## config.mk

```make
export PLATFORM = sky130hd
export DESIGN_NAME = logic_cell
export DESIGN_NICKNAME = d
export VERILOG_FILES = /design/src/rtl/lcell_pkg.sv /design/src/rtl/lcell_lut_eval.sv /design/src/rtl/lcell_cascade.sv /design/src/rtl/lcell_reg.sv /design/src/rtl/logic_cell.sv
export SDC_FILE = /design/constraint.sdc
export NUM_CORES = 1
export LEC_CHECK = 0
export ABC_AREA = 1
export BUFFER_PORTS_ARGS = -buffer_cell sky130_fd_sc_hd__clkbuf_2
export CAP_MARGIN = 25
export CORE_MARGIN = 1.5
export CORE_UTILIZATION = 39
export CTS_BUF_LIST = sky130_fd_sc_hd__clkbuf_2 sky130_fd_sc_hd__clkbuf_4 sky130_fd_sc_hd__clkbuf_8
export CTS_CLUSTER_DIAMETER = 120
export CTS_CLUSTER_SIZE = 8
export DETAILED_ROUTE_END_ITERATION = 12
export HOLD_SLACK_MARGIN = 0.02
export PLACE_DENSITY = 0.81
export SYNTH_ARGS = -nofsm -noshare
export SYNTH_HDL_FRONTEND = slang
export SYNTH_SLANG_ARGS = --single-unit
```

## constraint.sdc

```tcl
create_clock -name clk -period 1.5 [get_ports clk]
set_input_delay 0.3 -clock clk [delete_from_list [all_inputs] [get_ports clk]]
set_output_delay 0.3 -clock clk [all_outputs]
set_load 0.01 [all_outputs]
```

## src/rtl/lcell_pkg.sv

```systemverilog
package lcell_pkg;
  localparam int LC_INPUTS = 4;
  localparam int LC_MASK_W = 1 << LC_INPUTS;
  localparam int LC_HALF_W = LC_MASK_W / 2;
  localparam int LC_SUB_W  = LC_INPUTS - 1;

  typedef enum logic [1:0] {
    LC_NORMAL = 2'd0,
    LC_ARITH  = 2'd1,
    LC_COUNT  = 2'd2,
    LC_SPARE  = 2'd3
  } lc_mode_e;

  // pick one bit of the full table
  function automatic logic pick_full(input logic [LC_MASK_W-1:0] mask,
                                     input logic [LC_INPUTS-1:0] idx);
    return mask[idx];
  endfunction

  // pick one bit of the lower (result) or upper (carry) half table
  function automatic logic pick_half(input logic [LC_MASK_W-1:0] mask,
                                     input logic [LC_SUB_W-1:0] idx,
                                     input logic upper);
    logic [LC_INPUTS-1:0] full;
    full = {upper, idx};
    return mask[full];
  endfunction

  function automatic logic cascade_join(input logic f, input logic cas,
                                        input logic use_or);
    return use_or ? (f | cas) : (f & cas);
  endfunction
endpackage

```

## src/rtl/lcell_lut_eval.sv

```systemverilog
module lcell_lut_eval
  import lcell_pkg::*;
(
  input  lc_mode_e                mode,
  input  logic [LC_MASK_W-1:0]    mask,
  input  logic [LC_INPUTS-1:0]    din,
  input  logic                    cin,
  input  logic                    use_cin,
  input  logic                    q_fb,
  output logic                    func_bit,
  output logic                    carry_bit,
  output logic                    split_mode
);
  logic [LC_INPUTS-1:0] full_idx;
  logic [LC_SUB_W-1:0]  half_idx;
  logic                 low_src;

  always_comb begin
    full_idx    = din;
    full_idx[2] = use_cin ? cin : din[2];
    low_src     = (mode == LC_COUNT) ? q_fb : din[0];
    half_idx    = {cin, din[1], low_src};
    split_mode  = (mode == LC_ARITH) || (mode == LC_COUNT);
  end

  always_comb begin
    if (split_mode) begin
      func_bit  = pick_half(mask, half_idx, 1'b0);
      carry_bit = pick_half(mask, half_idx, 1'b1);
    end else begin
      func_bit  = pick_full(mask, full_idx);
      carry_bit = 1'b0;
    end
  end
endmodule

```

## src/rtl/lcell_cascade.sv

```systemverilog
module lcell_cascade
  import lcell_pkg::*;
(
  input  logic func_bit,
  input  logic cas_in,
  input  logic use_or,
  output logic joined
);
  always_comb joined = cascade_join(func_bit, cas_in, use_or);
endmodule

```

## src/rtl/lcell_reg.sv

```systemverilog
module lcell_reg (
  input  logic clk,
  input  logic rst_n,
  input  logic sclr,
  input  logic sload,
  input  logic load_bit,
  input  logic count_mode,
  input  logic count_en,
  input  logic next_bit,
  output logic q,
  output logic clr_take,
  output logic load_take,
  output logic hold_take
);
  logic d;

  always_comb begin
    clr_take  = sclr;
    load_take = sload & ~sclr;
    hold_take = count_mode & ~count_en & ~sclr & ~sload;
    if (clr_take)       d = 1'b0;
    else if (load_take) d = load_bit;
    else if (hold_take) d = q;
    else                d = next_bit;
  end

  always_ff @(posedge clk or negedge rst_n) begin
    if (!rst_n) q <= 1'b0;
    else        q <= d;
  end
endmodule

```

## src/rtl/logic_cell.sv

```systemverilog
module logic_cell
  import lcell_pkg::*;
(
  input  logic                 clk,
  input  logic                 rst_n,
  input  logic [1:0]           cfg_mode,
  input  logic [LC_MASK_W-1:0] cfg_lut,
  input  logic                 cfg_use_cin,
  input  logic                 cfg_casc_or,
  input  logic                 cfg_registered,
  input  logic [LC_INPUTS-1:0] din,
  input  logic                 cin,
  input  logic                 cas_in,
  input  logic                 sclr,
  input  logic                 sload,
  output logic                 le_out,
  output logic                 cout,
  output logic                 cas_out
);
  lc_mode_e mode;
  logic     func_bit, carry_bit, split_mode, joined;
  logic     reg_q, clr_take, load_take, hold_take, count_mode;

  assign mode       = lc_mode_e'(cfg_mode);
  assign count_mode = (mode == LC_COUNT);

  lcell_lut_eval u_lut (
    .mode(mode), .mask(cfg_lut), .din(din), .cin(cin),
    .use_cin(cfg_use_cin), .q_fb(reg_q),
    .func_bit(func_bit), .carry_bit(carry_bit), .split_mode(split_mode)
  );

  lcell_cascade u_cas (
    .func_bit(func_bit), .cas_in(cas_in), .use_or(cfg_casc_or), .joined(joined)
  );

  lcell_reg u_reg (
    .clk(clk), .rst_n(rst_n), .sclr(sclr), .sload(sload),
    .load_bit(din[2]), .count_mode(count_mode), .count_en(din[0]),
    .next_bit(joined), .q(reg_q),
    .clr_take(clr_take), .load_take(load_take), .hold_take(hold_take)
  );

  assign cas_out = joined;
  assign cout    = carry_bit;
  assign le_out  = cfg_registered ? reg_q : joined;
endmodule

```

==> results.txt <==
----------------------------------------------------
[Outcome]
  Violated checks ... setup timing
  Result of the run ... finished, violations left

[Setup path]
  Kind of critical path ... in2out
  Critical-path maximum fanout ... 6
  Type of element capturing the critical path ... output port
  CP arrival ... 1.54 ns
  Critical path startpoint category ... input port
  Required time of the critical path ... 1.20 ns

[Synthesis]
  Seq cells post-synth ... 1
  Netlist area before placement ... 553 sq um
  Syn avg cell area ... 5.12 sq um
  Distinct cell type count of the synthesized netlist ... 22
  Cell count after synthesis ... 108
  Yosys warning total ... 0
  Sequential area share after synthesis ... 0.0452
  Net count after synthesis ... 140

[Routing]
  Antenna viol nets, final ... 0
  Pre-Repair DR Iteration Count ... 4
  Total Wirelength ... 1.71 mm
  Iteration-0 DRC Markers ... 14
  Avg WL per Cell ... 10.2 um
  Count of unresolved DRC violations after routing ... 0
  Drt via density ... 4.95
  Overall via count from detail_route ... 831

[Flow run]
  MaxCap Viol Count ... 0

[Clock tree]
  Clk Latency, worst-skew pair ... 0 ns
  Clock slew seen by the registers of the worst setup and hold paths ... 0 ns

[Die]
  FP Rows ... 13
  Die span in y ... 40.7 um
  Die width ... 40.7 um
  Starting density of the core ... 0.420
  Placeable core region ... 0.00132 sq mm
  Die outline area ... 0.00165 sq mm
  IO Count ... 34

[Worst hold path]
  Path class of the lowest-slack min-delay path ... in2async

[STA]
  Maximum clock frequency ... 0.544 GHz
  Final Hold Viols ... 0
  Worst slew pin tran ... 0.249 ns
  Hold slack ... 0.0779 ns
  Count of pins over their slew limit ... 0
  Period minus WS final ... 1.84 ns
  Post-route clock period utilization ... 1.22
  Final setup margin ... -0.337 ns
  Headroom to the max-slew limit ... 0.833
  Final count of negative-setup-slack endpoints ... 4
  Setup repair after global routing missed its margin ... yes
  Summed negative setup slack over all endpoints ... -0.909 ns
  Final clock skew ... 0 ns

[Global route]
  Initial antenna violation count ... 0
  Maximum number of pins on one net before global-route repair ... 13
  Number of global-route vias before repair ... 709
  Remaining global-route overflow ... 0
  Global-route wire length before repair ... 2.73 mm
  Combined global-route utilization of all metal layers ... 0.237

[Placement]
  Final GP Congestion ... 0.902
  Estimated wirelength of the detail-placed design ... 1.41 mm
  Port Buffers ... 33
  Setup slack at placement ... -0.440 ns

[Final layout]
  Fin nets ... 187
  Flip-flop count of the largest register, all copies and words added ... 1
  Total area of multi-input combinational cells ... 458 sq um
  Seq. cell area ... 25.0 sq um
  Fill cell instance count of the final layout ... 131
  Share of layout cells above drive strength 1 ... 0.451
  Largest registers ... u_reg.q x1
  Layout-stage area growth over the synthesis result ... 63.6%
  Largest register by flop count ... u_reg.q
  # diodes ... 0

[Power]
  Standby leakage power ... 0.544 nW
  Overall Power ... 306 uW
  Power per cell area ... 338 mW/mm^2
  Largest vdd supply drop ... 0.149 mV

----------------------------------------------------
critical path, stage by stage:
cell,delay (ns)
sky130_fd_sc_hd__clkbuf_16,0.13
sky130_fd_sc_hd__inv_12,0.04
sky130_fd_sc_hd__ha_4,0.15
sky130_fd_sc_hd__inv_4,0.04
sky130_fd_sc_hd__nand2_4,0.09
sky130_fd_sc_hd__nand2_4,0.08
sky130_fd_sc_hd__nand2_2,0.08
sky130_fd_sc_hd__nand3_2,0.08
sky130_fd_sc_hd__nand3_2,0.07
sky130_fd_sc_hd__nand2_1,0.04
sky130_fd_sc_hd__nand2_1,0.06
sky130_fd_sc_hd__nand3_2,0.07
sky130_fd_sc_hd__nand2_2,0.08
sky130_fd_sc_hd__nand2_2,0.05
sky130_fd_sc_hd__o21ai_2,0.04
sky130_fd_sc_hd__buf_2,0.13
cells in the final DEF (no fill, tap or decap), types with 2 or more instances in the layout:
| master | n |
|---|---|
| sky130_fd_sc_hd__nand2_1 | 25 |
| sky130_fd_sc_hd__nor2_1 | 5 |
| sky130_fd_sc_hd__inv_1 | 21 |
| sky130_fd_sc_hd__o21ai_1 | 6 |
| sky130_fd_sc_hd__clkbuf_2 | 29 |
| sky130_fd_sc_hd__nand3_1 | 18 |
| sky130_fd_sc_hd__inv_2 | 2 |
| sky130_fd_sc_hd__buf_2 | 3 |
| sky130_fd_sc_hd__nand2_4 | 2 |
| sky130_fd_sc_hd__a21oi_1 | 2 |
| sky130_fd_sc_hd__buf_4 | 14 |
| sky130_fd_sc_hd__nand3_2 | 8 |
| sky130_fd_sc_hd__nand2_2 | 5 |
stage by stage:
step                std cells   util  area (sq um)
floorplan                 108      -           586
global placement          165  0.634           836
detailed placement        165  0.634           836
CTS                       168  0.687           905
global route              168  0.687           905
finish                    168  0.687           905
power by group:
group | internal (mW) | switching, mW
combinational | 0.132 | 0.141
clock | 0 | 0
sequential | 0.0300 | 0.00298
total | 0.162 | 0.144
logic make-up after synthesis:
family | count (synthesis) | synth area share
AOI/OAI and AO/OA | 12 | 0.127
adders and majority gates | 1 | 0.0226
buffers and inverters | 28 | 0.206
DFF | 1 | 0.0452
and+or+nand+nor | 66 | 0.600
Yosys cell counts (all sizes together):
| master | n | area [sq um] |
|---|---|---|
| buf | 2 | 16.3 |
| a211oi | 1 | 7.51 |
| o21ai | 8 | 43.8 |
| dfrtp | 1 | 25.0 |
| nand3b | 1 | 7.51 |
| or2 | 1 | 6.26 |
| ha | 1 | 12.5 |
| inv | 25 | 93.8 |
| clkinv | 1 | 3.75 |
| a311oi | 1 | 8.76 |
| a21oi | 2 | 10.0 |
| nand3 | 26 | 155 |
| nor2 | 5 | 18.8 |
| nor4 | 1 | 6.26 |
| nand2 | 32 | 138 |
area by class of cell:
type,instances,share of cell area
inverters,26,0.124
repair buffers,47,0.321
multi-input cells,79,0.506
well taps,15,0.0207
flip-flops and latches,1,0.0277
per-layer routing:
layer	vias up	routed length [um]	global-route usage
li1	437	-	-
met1	368	675	0.256
met2	24	950	0.492
met3	2	71	0.00543
met4	0	14	0.0500
met5	-	0	0
timing repair:
action                     in CTS  in global routing
gates resized for setup        10                  4
buffers inserted                3                  0
hold buffers                    0                  0
pin swaps                       8                  0
setup endpoints to repair       4                  4
final timing paths:
path	from	to	slack (ns)	cells after the start
min	rst_n	u_reg.q$_DFFE_PN0P_	0.08	1
max	cfg_mode[0]	le_out	-0.34	16
max in group asynchronous	rst_n	u_reg.q$_DFFE_PN0P_	1.33	1
min in group clk	u_reg.q$_DFFE_PN0P_	u_reg.q$_DFFE_PN0P_	0.55	2
max reg2reg	u_reg.q$_DFFE_PN0P_	u_reg.q$_DFFE_PN0P_	0.20	11
min reg2reg	u_reg.q$_DFFE_PN0P_	u_reg.q$_DFFE_PN0P_	0.55	2
(Power assumes the default switching activity.)
